[src/rtl/prw_pkg.sv]
package prw_pkg;

    // Word address width and the width of the configuration fields.
    localparam int ADDR_W    = 22;
    localparam int CFG_W     = 16;
    // Low address bits that lie below the smallest window granule.
    localparam int GRAN_W    = ADDR_W - CFG_W;
    // Number of writes that may wait between acceptance and issue.
    localparam int TRK_DEPTH = 2;

    typedef struct packed {
        logic [CFG_W-1:0] base;
        logic [CFG_W-1:0] size;
        logic             en;
    } prw_cfg_t;

    typedef struct packed {
        logic vld;
        logic inwin;
    } prw_slot_t;

    function automatic logic [ADDR_W-1:0] full_mask(input logic [CFG_W-1:0] sz);
        return {sz, {GRAN_W{1'b1}}};
    endfunction

    function automatic logic [ADDR_W-1:0] full_base(input logic [CFG_W-1:0] b);
        return {b, {GRAN_W{1'b0}}};
    endfunction

endpackage

[src/rtl/prw_cfg_reg.sv]
module prw_cfg_reg
    import prw_pkg::*;
(
    input  logic     clk,
    input  logic     rst,
    input  prw_cfg_t cfg_d,
    output prw_cfg_t cfg_q
);

    // Software values are resampled on every edge; reset leaves the interlock off.
    always_ff @(posedge clk) begin
        if (rst) cfg_q <= '0;
        else     cfg_q <= cfg_d;
    end

endmodule

[src/rtl/prw_window_match.sv]
module prw_window_match #(
    parameter int ADDR_W = prw_pkg::ADDR_W,
    parameter int CFG_W  = prw_pkg::CFG_W
) (
    input  logic [ADDR_W-1:0] addr,
    input  logic [CFG_W-1:0]  base,
    input  logic [CFG_W-1:0]  size_mask,
    output logic              hit
);

    localparam int G = ADDR_W - CFG_W;

    logic [CFG_W-1:0] bit_ok;

    // Offset bits (mask set) are don't-care; the rest must equal the base.
    for (genvar i = 0; i < CFG_W; i++) begin : g_bit
        assign bit_ok[i] = size_mask[i] | (addr[G+i] == base[i]);
    end

    assign hit = &bit_ok;

    // Bits below the smallest granule are always inside any window.
    logic unused_low;
    assign unused_low = ^addr[G-1:0];

endmodule

[src/rtl/prw_wr_tracker.sv]
module prw_wr_tracker
    import prw_pkg::*;
#(
    parameter int DEPTH = TRK_DEPTH
) (
    input  logic             clk,
    input  logic             rst,
    input  logic             push,
    input  logic             push_inwin,
    input  logic             pop,
    output logic [DEPTH-1:0] occ,
    output logic             any_inwin
);

    prw_slot_t slot_q  [DEPTH];
    prw_slot_t shifted [DEPTH];
    prw_slot_t slot_d  [DEPTH];

    // Retire the oldest entry first: everything moves one place toward slot 0.
    for (genvar i = 0; i < DEPTH; i++) begin : g_shift
        if (i < DEPTH - 1) begin : g_mid
            assign shifted[i] = pop ? slot_q[i+1] : slot_q[i];
        end else begin : g_top
            assign shifted[i] = pop ? '0 : slot_q[i];
        end
    end

    // Then place a new write in the first free slot after the shift.
    always_comb begin
        logic placed;
        placed = 1'b0;
        for (int i = 0; i < DEPTH; i++) begin
            slot_d[i] = shifted[i];
            if (push && !placed && !shifted[i].vld) begin
                slot_d[i].vld   = 1'b1;
                slot_d[i].inwin = push_inwin;
                placed          = 1'b1;
            end
        end
    end

    always_ff @(posedge clk) begin
        for (int i = 0; i < DEPTH; i++) begin
            if (rst) slot_q[i] <= '0;
            else     slot_q[i] <= slot_d[i];
        end
    end

    logic [DEPTH-1:0] hazard;
    for (genvar i = 0; i < DEPTH; i++) begin : g_flag
        assign occ[i]    = slot_q[i].vld;
        assign hazard[i] = slot_q[i].vld & slot_q[i].inwin;
    end

    assign any_inwin = |hazard;

endmodule

[src/rtl/prw_interlock.sv]
module prw_interlock
    import prw_pkg::*;
#(
    parameter int ADDR_W = prw_pkg::ADDR_W,
    parameter int CFG_W  = prw_pkg::CFG_W,
    parameter int DEPTH  = prw_pkg::TRK_DEPTH
) (
    input  logic              clk,
    input  logic              rst,
    input  logic [CFG_W-1:0]  cfg_base_i,
    input  logic [CFG_W-1:0]  cfg_size_i,
    input  logic              cfg_en_i,
    input  logic              wr_accept_i,
    input  logic [ADDR_W-1:0] wr_accept_addr_i,
    input  logic              wr_issue_i,
    input  logic              rd_req_i,
    input  logic [ADDR_W-1:0] rd_addr_i,
    output logic              rd_stall_o,
    output logic              rd_grant_o
);

    prw_cfg_t         cfg_d;
    prw_cfg_t         cfg_q;
    logic             rd_in_win;
    logic             wr_in_win;
    logic [DEPTH-1:0] trk_occ;
    logic             trk_hazard;

    assign cfg_d = '{base: cfg_base_i, size: cfg_size_i, en: cfg_en_i};

    prw_cfg_reg u_cfg (
        .clk   (clk),
        .rst   (rst),
        .cfg_d (cfg_d),
        .cfg_q (cfg_q)
    );

    prw_window_match #(.ADDR_W(ADDR_W), .CFG_W(CFG_W)) u_rd_win (
        .addr      (rd_addr_i),
        .base      (cfg_q.base),
        .size_mask (cfg_q.size),
        .hit       (rd_in_win)
    );

    prw_window_match #(.ADDR_W(ADDR_W), .CFG_W(CFG_W)) u_wr_win (
        .addr      (wr_accept_addr_i),
        .base      (cfg_q.base),
        .size_mask (cfg_q.size),
        .hit       (wr_in_win)
    );

    prw_wr_tracker #(.DEPTH(DEPTH)) u_trk (
        .clk        (clk),
        .rst        (rst),
        .push       (wr_accept_i),
        .push_inwin (wr_in_win),
        .pop        (wr_issue_i),
        .occ        (trk_occ),
        .any_inwin  (trk_hazard)
    );

    // Write-first: an entry issued this cycle still blocks until the edge.
    assign rd_stall_o = cfg_q.en & rd_req_i & rd_in_win & trk_hazard;
    assign rd_grant_o = rd_req_i & ~rd_stall_o;

endmodule

[config.mk]
export PLATFORM = sky130hd
export DESIGN_NAME = prw_interlock
export DESIGN_NICKNAME = d
export VERILOG_FILES = /design/src/rtl/prw_pkg.sv /design/src/rtl/prw_cfg_reg.sv /design/src/rtl/prw_window_match.sv /design/src/rtl/prw_wr_tracker.sv /design/src/rtl/prw_interlock.sv
export SDC_FILE = /design/constraint.sdc
export NUM_CORES = 1
export LEC_CHECK = 0
export ABC_AREA = 1
export BUFFER_PORTS_ARGS = -buffer_cell sky130_fd_sc_hd__buf_2
export CORE_ASPECT_RATIO = 1.25
export CORE_MARGIN = 2
export CORE_UTILIZATION = 50
export CTS_BUF_LIST = sky130_fd_sc_hd__clkbuf_8
export DETAILED_ROUTE_END_ITERATION = 10
export PLACE_DENSITY = 0.85
export SYNTH_ARGS = -nofsm -noshare
export SYNTH_HDL_FRONTEND = slang
export SYNTH_SLANG_ARGS = --single-unit
export TNS_END_PERCENT = 50
[constraint.sdc]
create_clock -name clk -period 2.6 [get_ports clk]
set_input_delay 0.52 -clock clk [delete_from_list [all_inputs] [get_ports clk]]
set_output_delay 0.52 -clock clk [all_outputs]
set_load 0.03 [all_outputs]
==> impl_metrics.tcl <==
set metrics [dict create \
    status "complete, no violations" \
    initial_utilization 0.5208 \
    ys_seq_elements 37 \
    critPathMaxFanout 4 \
    syn2layout_area_growth_pct 26.97 \
    grt_pass1_wl_um 6113 \
    combPwrFrac 0.144 \
    total_power_w 0.001265 \
    final_util 0.6613 \
    hold_buffers 0 \
    p_sw_frac 0.2390 \
    clock_skew_ns 0.002955 \
    synth_top_family_by_area "simple AND/OR/NAND/NOR gates" \
    via_count 1823 \
    whs_ns 0.4330 \
    clk_pin_slew_ns 0.07 \
    final_nets 462 \
    met3_usage 0.05054 \
    cp.required_ns 2.08 \
    rsz0062_at_grt "no" \
    clock_tree.buffer_depth 2 \
    drive_gt1_frac 0.2079 \
    setup_viol 0 \
    cts_resized 0 \
    antenna_found_initial 0 \
    p_int_w 0.0009630 \
    num_antenna_cells 0 \
    clock_tree.root_cell "clkbuf_8" \
    coreArea_sq_mm 0.003483 \
    max_freq_mhz 484.7 \
    p_switching_w 0.0003024 \
    synthXorXnorAreaFrac 0.009655 \
    clk_latency_ns 0.28 \
    synth_compound_area_frac 0.05379 \
    htree_levels 2 \
    period_needed_ns 2.063 \
    pwr-share-clk 0.369 \
    maxCapViolations 0 \
    finalSetupTns_ns 0 \
    grt-busiest-layer "met2" \
    yosysSeqAreaShare 0.4083 \
    layout.cells.non_filler 419 \
    port_buffers 71 \
    die_w_um 57.88 \
    synth_adder_area_share 0 \
    core.rowCount 24 \
    gp_congestion 0.7719 \
    place_inst 412 \
    cts_buffers 5 \
    path_class "flop to primary output" \
    cts_sinks 37 \
    cts_setup_buffers 0 \
    io_pins 84 \
    drt-total-wl_um 3679 \
    cp-start-kind "flop" \
    hold_viol_final 0 \
    yosys.area_share.simple 0.3566 \
    cts_tree "done" \
    n_fill_cell 350 \
    avgSynthCellArea_sq_um 5.929 \
    worst_pin_slew_ns 0.6193 \
    hpwl_um 2955 \
    p_leak_nw 1.401 \
    synth_mux_area_frac 0 \
    netlist_instances 306 \
    post-route-period-util 0.7935 \
    drt_iter0_markers 51 \
    slew_headroom 0.5872 \
    multi_input_area_sq_um 762.0 \
    fp.dieArea_sq_mm 0.004129 \
    ant_nets 0 \
    power_frac_seq 0.487 \
    grt_max_degree 36 \
    yosys_warnings 0 \
    overflow 0 \
    firstDrtPassIters 4 \
    regArea_sq_um 740.7 \
    slew_viol_final 0 \
    die_y_um 71.35 \
    grt_use_total 0.1949 \
    worstPathArrival_ns 1.54 \
    yosysUniqueCellTypes 14 \
    grtUsageMet1 0.1900 \
    cp-end-kind "primary output" \
    power_density_mw_per_mm2 549.4 \
    min_path_type "input pin to flop" \
    grt_pass1_vias 1661 \
    drc 0 \
    peakVddDrop_v 0.0004287 \
    vias_per_cell 4.351 \
    use_met2 0.3712 \
    ff2ff_setup_slack_ns 1.52 \
    routedWlPerCell_um 8.780 \
    syn_area_sq_mm 0.001814 \
    synth.net_count 388 \
]
-- metal layers --
metal	routed length, um	vias up
li1	-	1016
met1	1467	754
met2	1953	46
met3	181	7
met4	77	0
met5	0	-
-- critical path: stages (launching register included) --
cell     delay [ns]
dfxtp_1        0.33
or2_0          0.23
nand3_1        0.08
nand2_1        0.05
nor2_1         0.11
nand3_1        0.11
nor2_2         0.13
nor2_1         0.05
buf_2          0.17
-- cell usage in the layout, fill, tap and decap left out, types with 2 or more instances in the layout --
cell / instances
xnor2_1: 2
clkbuf_8: 5
nand3_1: 12
nor2_1: 74
o21ai_0: 11
nand2_1: 77
a21oi_1: 7
dfxtp_1: 37
buf_2: 71
inv_1: 78
-- Yosys cell counts, drive strengths merged --
cell type | instances | area (sq um)
nand3b | 1 | 7.510
o21a | 1 | 7.510
xnor2 | 2 | 17.52
a21oi | 7 | 35.03
inv | 78 | 292.8
o21ai | 11 | 55.05
clkbuf | 1 | 3.750
or2 | 1 | 6.260
dfxtp | 37 | 740.7
nand3 | 12 | 60.06
nand2 | 77 | 289.0
nor2 | 75 | 284.0
buf | 3 | 15.01
-- power by group through the flow --
stage               logic (W)  registers, W  clock network [W]
floorplan            0.000108      0.000625                  0
global placement     0.000177      0.000628                  0
detailed placement   0.000184      0.000629                  0
CTS                  0.000186      0.000616           0.000482
global route         0.000214      0.000621           0.000508
finish               0.000183      0.000617           0.000466
-- sequential cells by signal, summed over array words and instances (netlist names) --
signal and cells:
u_trk.slot_q 4, u_cfg.cfg_q 33
-- kinds of logic (layout without fill, tap and decap cells) --
| family | count (synthesis) | after routing |
|---|---|---|
| buffers and inverters | 82 | 156 |
| XOR/XNOR | 2 | 2 |
| flip-flops | 37 | 37 |
| AND/OR/NAND/NOR | 166 | 166 |
| AO/OA/AOI/OAI | 19 | 19 |
-- per-stage QoR --
stage          area (sq um)  setup WS [ns]
6_report               2303         0.5369
5_1_grt                2303         0.3939
4_1_cts                2303         0.5116
3_5_place_dp           2200         0.5508
3_3_place_gp           2200         0.5749
2_1_floorplan          1814         0.5898
-- path summary, 6_finish.rpt --
path / startpoint / endpoint / cells past startpoint
max: u_cfg.cfg_q[18] / rd_grant_o / 8
min reg2reg: u_trk.slot_q[1][1] / u_trk.slot_q[1][1] / 2
min: cfg_base_i[13] / u_cfg.cfg_q[30] / 3
max reg2reg: u_cfg.cfg_q[18] / u_trk.slot_q[1][0] / 8
-- cell type report --
cell class	instances	share of cell area
sequential	37	0.3216
timing repair buffer	71	0.1543
clock buffer	5	0.02988
tap	39	0.02118
clock inverter	2	0.01521
inverter	78	0.1271
multi-input combinational	187	0.3308
No activity file was read; power rests on OpenSTA's default activity.
